--- src/rtl/mrx_pkg.sv ---
package mrx_pkg;

  typedef struct packed {
    logic [15:0] data;
    logic        cmd;
    logic        man_err;
    logic        par_err;
  } mrx_word_t;

  typedef enum logic {
    ST_HUNT = 1'b0,
    ST_WORD = 1'b1
  } mrx_state_t;

endpackage

--- src/rtl/mrx_line_front.sv ---
module mrx_line_front #(
  parameter int STAGES = 2
) (
  input  logic clk,
  input  logic rst,
  input  logic line_i,
  output logic lvl_o,
  output logic edge_o
);

  logic [STAGES-1:0] chain;
  logic              lvl_d;

  always_ff @(posedge clk) begin
    if (rst) begin
      chain <= '0;
      lvl_d <= 1'b0;
    end else begin
      chain <= {chain[STAGES-2:0], line_i};
      lvl_d <= chain[STAGES-1];
    end
  end

  assign lvl_o  = chain[STAGES-1];
  assign edge_o = chain[STAGES-1] ^ lvl_d;

endmodule

--- src/rtl/mrx_sync_hunt.sv ---
module mrx_sync_hunt #(
  parameter int HALF = 6
) (
  input  logic clk,
  input  logic rst,
  input  logic lvl_i,
  input  logic edge_i,
  input  logic arm_i,
  input  logic restart_i,
  output logic hit_o,
  output logic hit_cmd_o
);

  localparam int SYNC_LEN = 3 * HALF;
  localparam int RMAX     = SYNC_LEN + 3;
  localparam int RW       = $clog2(RMAX + 1);

  logic [RW-1:0] run;
  logic          first_ok;
  logic          first_hi;

  // run holds the number of cycles the current level has been seen before this one
  always_ff @(posedge clk) begin
    if (rst) begin
      run      <= RW'(1);
      first_ok <= 1'b0;
      first_hi <= 1'b0;
    end else if (restart_i) begin
      run      <= RW'(1);
      first_ok <= 1'b0;
    end else if (edge_i) begin
      run      <= RW'(1);
      first_ok <= (run >= RW'(SYNC_LEN - 1)) && (run <= RW'(SYNC_LEN + 1));
      first_hi <= ~lvl_i;
    end else begin
      if (run != RW'(RMAX)) run <= run + RW'(1);
      if (hit_o) first_ok <= 1'b0;
    end
  end

  // fires in the (3H-1)th cycle of the second level, so a second level of 3H-2 never fires
  assign hit_o     = arm_i & first_ok & ~edge_i & ~restart_i & (run == RW'(SYNC_LEN - 2));
  assign hit_cmd_o = first_hi;

  assert_run_live_R2: assert property (@(posedge clk) disable iff (rst)
    run != '0);

  assert_hit_clears_R3: assert property (@(posedge clk) disable iff (rst)
    hit_o |=> !hit_o);

endmodule

--- src/rtl/mrx_deser.sv ---
module mrx_deser
  import mrx_pkg::*;
#(
  parameter int HALF = 6,
  parameter int BITS = 16
) (
  input  logic      clk,
  input  logic      rst,
  input  logic      lvl_i,
  input  logic      edge_i,
  input  logic      start_i,
  input  logic      start_cmd_i,
  output logic      busy_o,
  output logic      restart_o,
  output logic      valid_o,
  output mrx_word_t word_o
);

  localparam int PW     = $clog2(HALF);
  localparam int BW     = $clog2(BITS + 1);
  localparam int SAMPLE = HALF / 2;
  localparam int WIN    = 2;

  mrx_state_t      state;
  logic [PW-1:0]   ph;
  logic            half;
  logic [BW-1:0]   bitn;
  logic            first_q;
  logic            cmd_q;
  logic            man_q;
  logic [BITS-1:0] shift;
  logic            in_window;
  logic            last_bit;

  assign in_window = (!half && ph >= PW'(HALF - 2)) || (half && ph <= PW'(WIN));
  assign last_bit  = (bitn == BW'(BITS));

  always_ff @(posedge clk) begin
    if (rst) begin
      state     <= ST_HUNT;
      ph        <= '0;
      half      <= 1'b0;
      bitn      <= '0;
      first_q   <= 1'b0;
      cmd_q     <= 1'b0;
      man_q     <= 1'b0;
      shift     <= '0;
      valid_o   <= 1'b0;
      restart_o <= 1'b0;
      word_o    <= '0;
    end else begin
      valid_o   <= 1'b0;
      restart_o <= 1'b0;
      case (state)
        ST_HUNT: begin
          if (start_i) begin
            state <= ST_WORD;
            ph    <= '0;
            half  <= 1'b0;
            bitn  <= '0;
            cmd_q <= start_cmd_i;
            man_q <= 1'b0;
          end
        end
        ST_WORD: begin
          // phase tracking: a transition near mid-bit marks cycle 0 of the second half
          if (edge_i && in_window) begin
            half <= 1'b1;
            ph   <= PW'(1);
          end else if (ph == PW'(HALF - 1)) begin
            ph   <= '0;
            half <= ~half;
            if (half) begin
              if (last_bit) begin
                state     <= ST_HUNT;
                restart_o <= 1'b1;
              end else begin
                bitn <= bitn + BW'(1);
              end
            end
          end else begin
            ph <= ph + PW'(1);
          end

          if (!half && ph == PW'(SAMPLE)) first_q <= lvl_i;

          if (half && ph == PW'(SAMPLE)) begin
            if (last_bit) begin
              valid_o        <= 1'b1;
              word_o.data    <= shift;
              word_o.cmd     <= cmd_q;
              word_o.man_err <= man_q | (first_q == lvl_i);
              word_o.par_err <= ~(^{shift, first_q});
            end else begin
              shift <= {shift[BITS-2:0], first_q};
              man_q <= man_q | (first_q == lvl_i);
            end
          end
        end
        default: state <= ST_HUNT;
      endcase
    end
  end

  assign busy_o = (state == ST_WORD);

  assert_phase_bound_R8: assert property (@(posedge clk) disable iff (rst)
    ph < PW'(HALF));

  assert_bit_index_R4: assert property (@(posedge clk) disable iff (rst)
    bitn <= BW'(BITS));

  assert_restart_leaves_word_R9: assert property (@(posedge clk) disable iff (rst)
    restart_o |-> !busy_o);

endmodule

--- src/rtl/mrx_word_receiver.sv ---
module mrx_word_receiver
  import mrx_pkg::*;
#(
  parameter int CLK_MHZ = 12
) (
  input  logic        clk,
  input  logic        rst,
  input  logic        line_i,
  output logic [15:0] word_o,
  output logic        is_cmd_o,
  output logic        valid_o,
  output logic        man_err_o,
  output logic        par_err_o
);

  localparam int HALF = CLK_MHZ / 2;

  initial begin
    assert_clock_choice_R2: assert (CLK_MHZ == 12 || CLK_MHZ == 16 ||
                                    CLK_MHZ == 20 || CLK_MHZ == 24)
      else $error("unsupported CLK_MHZ %0d", CLK_MHZ);
  end

  logic      lvl;
  logic      edge_seen;
  logic      hit;
  logic      hit_cmd;
  logic      busy;
  logic      restart;
  logic      strobe;
  mrx_word_t word;

  mrx_line_front #(.STAGES(2)) u_front (
    .clk    (clk),
    .rst    (rst),
    .line_i (line_i),
    .lvl_o  (lvl),
    .edge_o (edge_seen)
  );

  mrx_sync_hunt #(.HALF(HALF)) u_hunt (
    .clk       (clk),
    .rst       (rst),
    .lvl_i     (lvl),
    .edge_i    (edge_seen),
    .arm_i     (~busy),
    .restart_i (restart),
    .hit_o     (hit),
    .hit_cmd_o (hit_cmd)
  );

  mrx_deser #(.HALF(HALF), .BITS(16)) u_deser (
    .clk         (clk),
    .rst         (rst),
    .lvl_i       (lvl),
    .edge_i      (edge_seen),
    .start_i     (hit),
    .start_cmd_i (hit_cmd),
    .busy_o      (busy),
    .restart_o   (restart),
    .valid_o     (strobe),
    .word_o      (word)
  );

  assign word_o    = word.data;
  assign is_cmd_o  = word.cmd;
  assign man_err_o = word.man_err;
  assign par_err_o = word.par_err;
  assign valid_o   = strobe;

  assert_single_strobe_R7: assert property (@(posedge clk) disable iff (rst)
    valid_o |=> !valid_o);

  assert_sync_starts_word_R2: assert property (@(posedge clk) disable iff (rst)
    hit |=> busy);

  assert_strobe_inside_word_R7: assert property (@(posedge clk) disable iff (rst)
    valid_o |-> busy);

endmodule

--- config.mk ---
export PLATFORM = sky130hd
export DESIGN_NAME = mrx_word_receiver
export DESIGN_NICKNAME = d
export VERILOG_FILES = /design/src/rtl/mrx_pkg.sv /design/src/rtl/mrx_line_front.sv /design/src/rtl/mrx_sync_hunt.sv /design/src/rtl/mrx_deser.sv /design/src/rtl/mrx_word_receiver.sv
export SDC_FILE = /design/constraint.sdc
export NUM_CORES = 1
export LEC_CHECK = 0
export BUFFER_PORTS_ARGS = -buffer_cell sky130_fd_sc_hd__buf_2
export CORE_MARGIN = 8
export CORE_UTILIZATION = 28
export DETAILED_ROUTE_END_ITERATION = 8
export GPL_ROUTABILITY_DRIVEN = 0
export MAX_ROUTING_LAYER = met4
export PLACE_DENSITY = 0.55
export SLEW_MARGIN = 20
export SYNTH_ARGS = -nofsm -noshare
export SYNTH_HDL_FRONTEND = slang
export SYNTH_SLANG_ARGS = --single-unit
--- constraint.sdc ---
create_clock -name clk -period 2.1 [get_ports clk]
set_clock_uncertainty 0.15 [all_clocks]
set_input_delay 0.21 -clock clk [delete_from_list [all_inputs] [get_ports clk]]
set_output_delay 0.21 -clock clk [all_outputs]
set_load 0.1 [all_outputs]
After elaboration in Yosys (flattened, before gate mapping) --
Cells that the tools add are included.
Operators by class: $add $sub $neg 3, magnitude comparators 4, equal/unequal tests 13, mux-type cells 25, bitwise operators 15, reduce and logical (&&, ||, !) cells 22
Operators with widths (count):
- $mux W5 | 5
- $reduce_xor A17 Y1 | 1
- $mux W1 | 12
- $ne A2 B2 Y1 const B | 6
- $add A5 B1 Y5 const B | 2
- $eq A5 B5 Y1 const B | 2
- $pmux W5 S2 | 1
- $mux W3 | 3
- $not A1 Y1 | 9
- $reduce_and A3 Y1 | 3
- $reduce_and A2 Y1 | 4
- $logic_and A1 B1 Y1 | 6
- $pmux W1 S2 | 3
- $pmux W3 S2 | 1
- $reduce_or A3 Y1 | 2
- $ge A5 B5 Y1 const B | 1
- $le A5 B5 Y1 const B | 1
- $ne A5 B5 Y1 const B | 1
- $reduce_and A5 Y1 | 1
- $reduce_or A5 Y1 | 1
- $and A1 B1 Y1 | 4
- $add A3 B1 Y3 const B | 1
- $eq A3 B2 Y1 const B | 1
- $eq A3 B3 Y1 const B | 1
- other kinds (10) | 10
Storage, ports and cells: register bits after elaboration 60, bits of input ports 3, output and inout bits 20, word-level logic and storage cells 101

Logic depth before layout (Yosys ltp) --
Gate-level depths: netlist (run 1).
depth after elaboration 7, depth in mapped cells 9, gate-level depth less buffers 7

Cells and area by module --
Synthesis (run 1) repeated with hierarchy kept, for this count alone.
Unflattened totals: cells, all modules 281, area total of the unflattened synthesis 2536.2 sq um
Modules (own cells, without submodules):
- mrx_deser | times used 1, cells an instance 235, area each 2082.0 sq um, sequential area each 1001.0 sq um
- mrx_sync_hunt | times used 1, cells an instance 38, area each 362.8 sq um, sequential area each 140.1 sq um
- mrx_line_front | times used 1, cells an instance 7, area each 87.6 sq um, sequential area each 60.1 sq um
- mrx_word_receiver | times used 1, cells an instance 1, area each 3.8 sq um, sequential area each 0.0 sq um

Worst setup path after synthesis (run 1) --
No wires, ideal clock.
path type register to register, start point reg u_deser.ph[2], end point reg u_deser.shift[0], library setup time 71 ps, data arrival time 1589 ps, required time 1879 ps, path slack 291 ps, cell stages (with the launch flop) 10, path buffers 3, period minus slack after synthesis 1809 ps, cell sequence dfxtp_1 > clkbuf_1 > inv_1 > ha_1 > nand3_1 > nand2b_1 > clkbuf_1 > buf_2 > nand2_1 > a21oi_1
On the way: word-level cells in the longest chain between the ends 3
RTL lines:
- start, declared | RTL line mrx_deser.sv:25 | logic [PW-1:0] ph;
- start signal, assigned | RTL line mrx_deser.sv:82 | ph <= ph + PW'(1);
- $eq A3 B2 Y1 | RTL line mrx_deser.sv:87 | if (half && ph == PW'(SAMPLE)) begin
- $logic_and A1 B1 Y1 | RTL line mrx_deser.sv:87
- $reduce_and A3 Y1 (no source line)
- end signal, assigned | RTL line mrx_deser.sv:95 | shift <= {shift[BITS-2:0], first_q};
- end, declared | RTL line mrx_deser.sv:31 | logic [BITS-1:0] shift;
Every way passes these cells. A chain may end at the register's enable or synchronous reset.

Worst setup path after layout (run 1) --
start point reg u_hunt.run[1], end point reg u_deser.half
On the way: word-level cells in the longest chain between the ends 4
RTL lines:
- start, declared | RTL line mrx_sync_hunt.sv:18 | logic [RW-1:0] run;
- start signal, assigned | RTL line mrx_sync_hunt.sv:36 | if (run != RW'(RMAX)) run <= run + RW'(1);
- $eq A5 B5 Y1 | RTL line mrx_sync_hunt.sv:42 | assign hit_o = arm_i & first_ok & ~edge_i & ~restart_i & (run == RW'(SYNC_LEN - 2));
- $and A1 B1 Y1 | RTL line mrx_sync_hunt.sv:42
- $ne A2 B2 Y1 (no source line)
- $reduce_and A2 Y1 (no source line)
- end signal, assigned | RTL line mrx_deser.sv:72 | half <= ~half;
- end, declared | RTL line mrx_deser.sv:26 | logic half;
Every way passes these cells.

==> flow_metrics.tcl, run 1 <==
set metrics [dict create \
    status "completed" \
    synth_cell_types 39 \
    drtPass1Iterations 4 \
    path_class "reg -> reg" \
    p_per_area_nw_per_um2 775 \
    hold_class "in -> reg" \
    ys_top_cells_by_area "dfxtp_1, nand2_1, a21oi_1" \
    overflow 0 \
    p_leak_uw 0.00110 \
    whs_ns 0.120 \
    areaGrowthSynthToFinish_pct 17.8 \
    synth_top_area_frac 0.463 \
    die_y_um 112 \
    synth-seq-cells 60 \
    port_buffers 22 \
    cp_max_fo 5 \
    p_total_uw 2370 \
    antenna_found_initial 0 \
    start_kind "flip-flop" \
    worstSkewPairLatency_ns 0.34 \
    clock_sinks 60 \
    finalWirelength_mm 5.44 \
    tns_ns 0 \
    rsz0062_at_grt "no" \
    finalCritPeriodShare 0.896 \
    max_cap_viol_count 0 \
    hold_violations 0 \
    ys_warn_count 0 \
    initial_core_util 0.285 \
    r2r_cells 7 \
    first_iter_violations 132 \
    synth_edf_count 0 \
    ir_worst_vdd_mv 0.213 \
    dpl.hpwl_mm 3.66 \
    cp.required_ns 2.17 \
    grt_max_degree 22 \
    nNetsFinal 342 \
    synthesis.area_um2 2590 \
    cts_root_buf "clkbuf_8" \
    min_path_cells 2 \
    cts_buffer_depth 2 \
    yosysSeqAreaShare 0.463 \
    yosys.area.top_type "dfxtp_1" \
    drc 0 \
    cp-end-kind "flip-flop" \
    grt_first_pass_wirelength_mm 9.58 \
    syn_avg_cell_area_um2 8.39 \
    slew_headroom 0.675 \
    wl_per_cell_um 12.1 \
    setup_viol 0 \
    fmax_ghz 0.531 \
    boundaryPins 23 \
    period_needed_ns 1.88 \
    die_width_um 112 \
    worstPathArrival_ns 1.95 \
    cts_tree "done" \
    synth_cells 309 \
    synth_nets 318 \
    layout-drive-gt1-share 0.151 \
    core_area_um2 9110 \
    vias_per_cell 4.70 \
    worst_slew_pin_slew_ns 0.491 \
    slew_violations 0 \
    vias 2110 \
    clk_pin_slew_ns 0.07 \
    grt_pass1_vias 2053 \
    async_flop_share 0 \
    numCtsBuffers 9 \
    h-tree-depth 3 \
    synth-main-ff-cell "dfxtp_1" \
    rows 35 \
    detail-route-antenna-nets 0 \
    track_usage 0.0967 \
    diodes 0 \
    fp.dieArea_um2 12600 \
]
report_power, final:
| group | switching [uW] | internal, uW | total [uW] | leakage (uW) |
|---|---|---|---|---|
| clock | 468 | 668 | 1140 | 0.000102 |
| combinational | 42.1 | 26.6 | 68.7 | 0.000508 |
| sequential | 13.7 | 1150 | 1160 | 0.000484 |
synthesized netlist by cell type, types with 2 or more instances:
| master | instances |
|---|---|
| a31oi_1 | 3 |
| a21oi_1 | 44 |
| nor2b_1 | 6 |
| nor2_1 | 18 |
| and2_1 | 3 |
| nand4_1 | 2 |
| nor3_1 | 9 |
| nor3b_1 | 4 |
| buf_2 | 8 |
| xnor2_1 | 18 |
| ha_1 | 6 |
| clkbuf_1 | 10 |
| a22oi_1 | 2 |
| nand3_1 | 5 |
| nand2b_1 | 2 |
| or3_1 | 3 |
| nand2_1 | 70 |
| xor2_1 | 5 |
| nand4b_1 | 2 |
| dfxtp_1 | 60 |
| o21ai_0 | 5 |
| inv_1 | 7 |
flip-flops by register name, indices dropped and copies added (netlist names):
name               flops
u_deser.bitn           5
u_deser.busy_o         1
u_deser.cmd_q          1
u_deser.first_q        1
u_deser.half           1
u_deser.man_q          1
u_deser.ph             3
u_deser.restart_o      1
u_deser.shift         16
u_deser.valid_o        1
u_deser.word_o        19
u_front.chain          2
u_front.lvl_d          1
u_hunt.first_ok        1
u_hunt.hit_cmd_o       1
u_hunt.run             5
area by class of cell:
| cell class | instances | area (um2) |
|---|---|---|
| fillers | 965 | 6050 |
| repair buffers | 31 | 180 |
| clock buffers | 10 | 128 |
| flip-flops and latches | 60 | 1200 |
| well taps | 111 | 139 |
| multi-input cells | 224 | 1290 |
| inverters | 7 | 26.3 |
| clock inverters | 6 | 88.8 |
cells by family (layout without fill, tap and decap cells):
| group | Yosys count | after routing | synth area share |
|---|---|---|---|
| buffers and inverters | 25 | 54 | 0.0400 |
| XOR/XNOR | 25 | 25 | 0.0926 |
| flip-flops | 60 | 60 | 0.463 |
| AND/OR/NAND/NOR | 134 | 134 | 0.251 |
| AO/OA/AOI/OAI | 58 | 58 | 0.120 |
| multiplexers | 1 | 1 | 0.00386 |
| adder cells (fa/ha/maj) | 6 | 6 | 0.0289 |
timing repair:
item | CTS | global route
hold buffers | 1 | 0
hold endpoints to repair | 1 | 0
setup buffers | 0 | 0
resized for setup | 0 | 1
endpoints found under the setup margin | 0 | 1
routing by layer:
metal | part of all wire | track usage | up-vias
met3 | 0.051 | 0.0397 | 6
li1 | - | - | 1073
met2 | 0.45 | 0.146 | 37
met1 | 0.49 | 0.109 | 994
met5 | 0 | - | -
met4 | 0.016 | 0.0459 | 0
cell usage in the layout (no fill, tap or decap), types with 2 or more instances in the layout:
cell type,synthesis,routed
clkbuf_8,0,9
nor2_1,18,18
nand4b_1,2,2
buf_4,0,8
buf_2,8,22
nor3b_1,4,4
nand4_1,2,2
a22oi_1,2,2
and2_1,3,3
nor2b_1,6,6
bufinv_16,0,2
inv_1,7,7
ha_1,6,6
dfxtp_1,60,60
o21ai_0,5,5
or3_1,3,3
nand2b_1,2,2
nand3_1,5,5
nor3_1,9,9
xor2_1,5,5
xnor2_1,18,18
nand2_1,70,70
a31oi_1,3,3
clkinvlp_4,0,2
a21oi_1,44,44
path summary, 6_finish.rpt:
| check | slack (ns) | from | end |
|---|---|---|---|
| worst max-delay path | 0.22 | u_hunt.run[1] | u_deser.half |
| worst min-delay path | 0.12 | rst | u_deser.ph[1] |
| worst max register to register | 0.22 | u_hunt.run[1] | u_deser.half |
| worst min register to register | 0.30 | u_deser.word_o[18] | u_deser.word_o[18] |
critical path: stages, from the launching register on:
cell     delay (ns)
dfxtp_1        0.34
inv_1          0.12
ha_1           0.14
or3b_1         0.39
nor2_1         0.13
nand3_1        0.19
a22oi_1        0.25
nor3_1         0.06
stage by stage:
step	utilization	setup WS [ns]	instance area, um2	cells
6_report	0.335	0.218	3050	449
5_1_grt	0.335	0.0572	3050	449
4_1_cts	0.335	0.129	3050	449
3_5_place_dp	0.310	0.162	2830	432
3_3_place_gp	0.310	0.199	2830	432
2_1_floorplan	-	0.291	2590	309
Power figures use the tool's default switching activity.
==> inputs of run 2 (changes only) <==
Settings changed: PLACE_DENSITY 0.55 to not set.
==> run 2 against run 1 <==
  * Final area unchanged
  * Non-clock buffer count up 5
  * Sequential share of layout area unchanged
  * Highest routed layer unchanged
==> flow_metrics.tcl, run 2 (synthesis gave the netlist of run 1 again) <==
set metrics [dict create \
    dpl.cell_count 437 \
    port_buffers 22 \
    stdcell_area_um2 3050 \
    path_delay_family "simple AND/OR/NAND/NOR gates" \
    rr_endpoint "u_deser.half" \
    multi_input_area_um2 1290 \
    p_total_uw 2150 \
    max_cap_viol_count 0 \
    grtUsageMet2 0.128 \
    clock_sinks 60 \
    p_per_area_nw_per_um2 704 \
    grtUsageMet3 0.0215 \
    boundaryPins 23 \
    path_class "reg -> reg" \
    cp_slowest_cell "or3b_1" \
    fmax_ghz 0.521 \
    start_kind "flip-flop" \
    numCtsBuffers 9 \
    setup_viol 0 \
    core_area_um2 9110 \
    cts_root_buf "clkbuf_8" \
    fin_util 0.335 \
    min_path_cells 2 \
    drc 0 \
    met1_usage 0.114 \
    initial_core_util 0.285 \
    min_from "rst" \
    worstPathArrival_ns 1.98 \
    diodes 0 \
    critPathMaxStageDelay_ns 0.40 \
    worstSkewPairLatency_ns 0.33 \
    crit_buf_inv 1 \
    grt_first_pass_wirelength_mm 9.06 \
    drtPass1Iterations 6 \
    r2r_cells 7 \
    largest_register "u_deser.word_o" \
    areaGrowthSynthToFinish_pct 17.8 \
    dpl_cell_area_um2 2860 \
    die_y_um 112 \
    crit_chain "inv_1 -> ha_1 -> or3b_1 -> nor2_1 -> nand3_1 -> a22oi_1 -> nor3_1" \
    first_iter_violations 81 \
    hold_class "in -> reg" \
    cts_buffer_depth 2 \
    wl_per_cell_um 11.5 \
    h-tree-depth 3 \
    period_needed_ns 1.92 \
    rows 35 \
    finalWirelength_mm 5.21 \
    slew_headroom 0.566 \
    largest_reg_flops 19 \
    finalCritPeriodShare 0.915 \
    top_usage_layer "met2" \
    clk_pin_slew_ns 0.06 \
    overflow 0 \
    grt_max_degree 36 \
    ir_worst_vdd_mv 0.286 \
    hold_violations 0 \
    slew_violations 0 \
    die_width_um 112 \
    vias 2067 \
    track_usage 0.0906 \
    nNetsFinal 347 \
    r2r-start "u_hunt.run[0]" \
    vias_per_cell 4.56 \
    r2r_slack_ns 0.18 \
    cts_tree "done" \
    antenna_found_initial 0 \
    hold_end "u_deser.bitn[1]" \
    cp-end-kind "flip-flop" \
    layout.cells.non_filler 453 \
    status "completed" \
    detail-route-antenna-nets 0 \
    final_common_cell "nand2_1" \
    dpl.hpwl_mm 3.61 \
    cp.required_ns 2.15 \
    fill_cells 965 \
    grt_pass1_vias 1989 \
    fp.dieArea_um2 12600 \
    rsz0062_at_grt "no" \
    worst_slew_pin_slew_ns 0.650 \
    cp_max_fo 6 \
    final-seq-area_um2 1200 \
    layout-drive-gt1-share 0.167 \
    top_regs "u_deser.word_o (19), u_deser.shift (16)" \
    layout_common_cells "nand2_1, dfxtp_1, a21oi_1" \
    p_leak_uw 0.00111 \
]
-- run 2: worst register-to-register path, cell delays in order, from the launching register on --
cell and delay, ns:
dfxtp_1 0.37, inv_1 0.10, ha_1 0.15, or3b_1 0.40
nor2_1 0.14, nand3_1 0.19, a22oi_1 0.25, nor3_1 0.06
-- run 2: worst max path at each step --
stage | startpoint | endpoint | cells past startpoint | slack (ns)
3_3_place_gp | u_deser.bitn[0] | u_deser.man_q | 6 | 0.01
4_1_cts | u_deser.ph[0] | u_deser.word_o[1] | 7 | 0.07
2_1_floorplan | u_deser.ph[2] | u_deser.shift[0] | 9 | 0.29
5_1_grt | u_hunt.run[0] | u_deser.ph[1] | 7 | 0.02
6_report | u_hunt.run[0] | u_deser.half | 7 | 0.18
3_5_place_dp | u_deser.bitn[0] | u_deser.man_q | 6 | -0.03
-- run 2: cell type report --
class                   instances  share of cell area
flip-flops and latches         60               0.393
repair buffers                 36              0.0713
clock buffers                  11              0.0496
multi-input cells             224               0.424
inverters                       7             0.00860
well taps                     111              0.0455
clock inverters                 4             0.00819
-- run 2: where the power goes --
group | switching (uW) | internal, uW
registers | 13.0 | 1150
logic | 42.5 | 26.5
clock network | 439 | 481
-- run 2: stage by stage --
step / setup slack [ns] / hold slack, ns / setup TNS (ns)
floorplan: 0.291 / 0.188 / 0
global placement: 0.0132 / 0.287 / 0
detailed placement: -0.0318 / 0.279 / -0.0331
CTS: 0.0658 / 0.140 / 0
global route: 0.0219 / 0.155 / 0
finish: 0.179 / 0.143 / 0
-- run 2: routing by layer --
layer	part of all wire	wire length, um	vias up
li1	-	-	1085
met1	0.51	2670	936
met2	0.44	2270	35
met3	0.029	151	11
met4	0.023	118	0
met5	0	0	-
-- run 2: what timing repair did --
item                       CTS  global route
hold endpoints to repair     1             0
hold buffers                 1             0
setup buffers                0             0
setup endpoints to repair   10             1
resized for setup            1             1
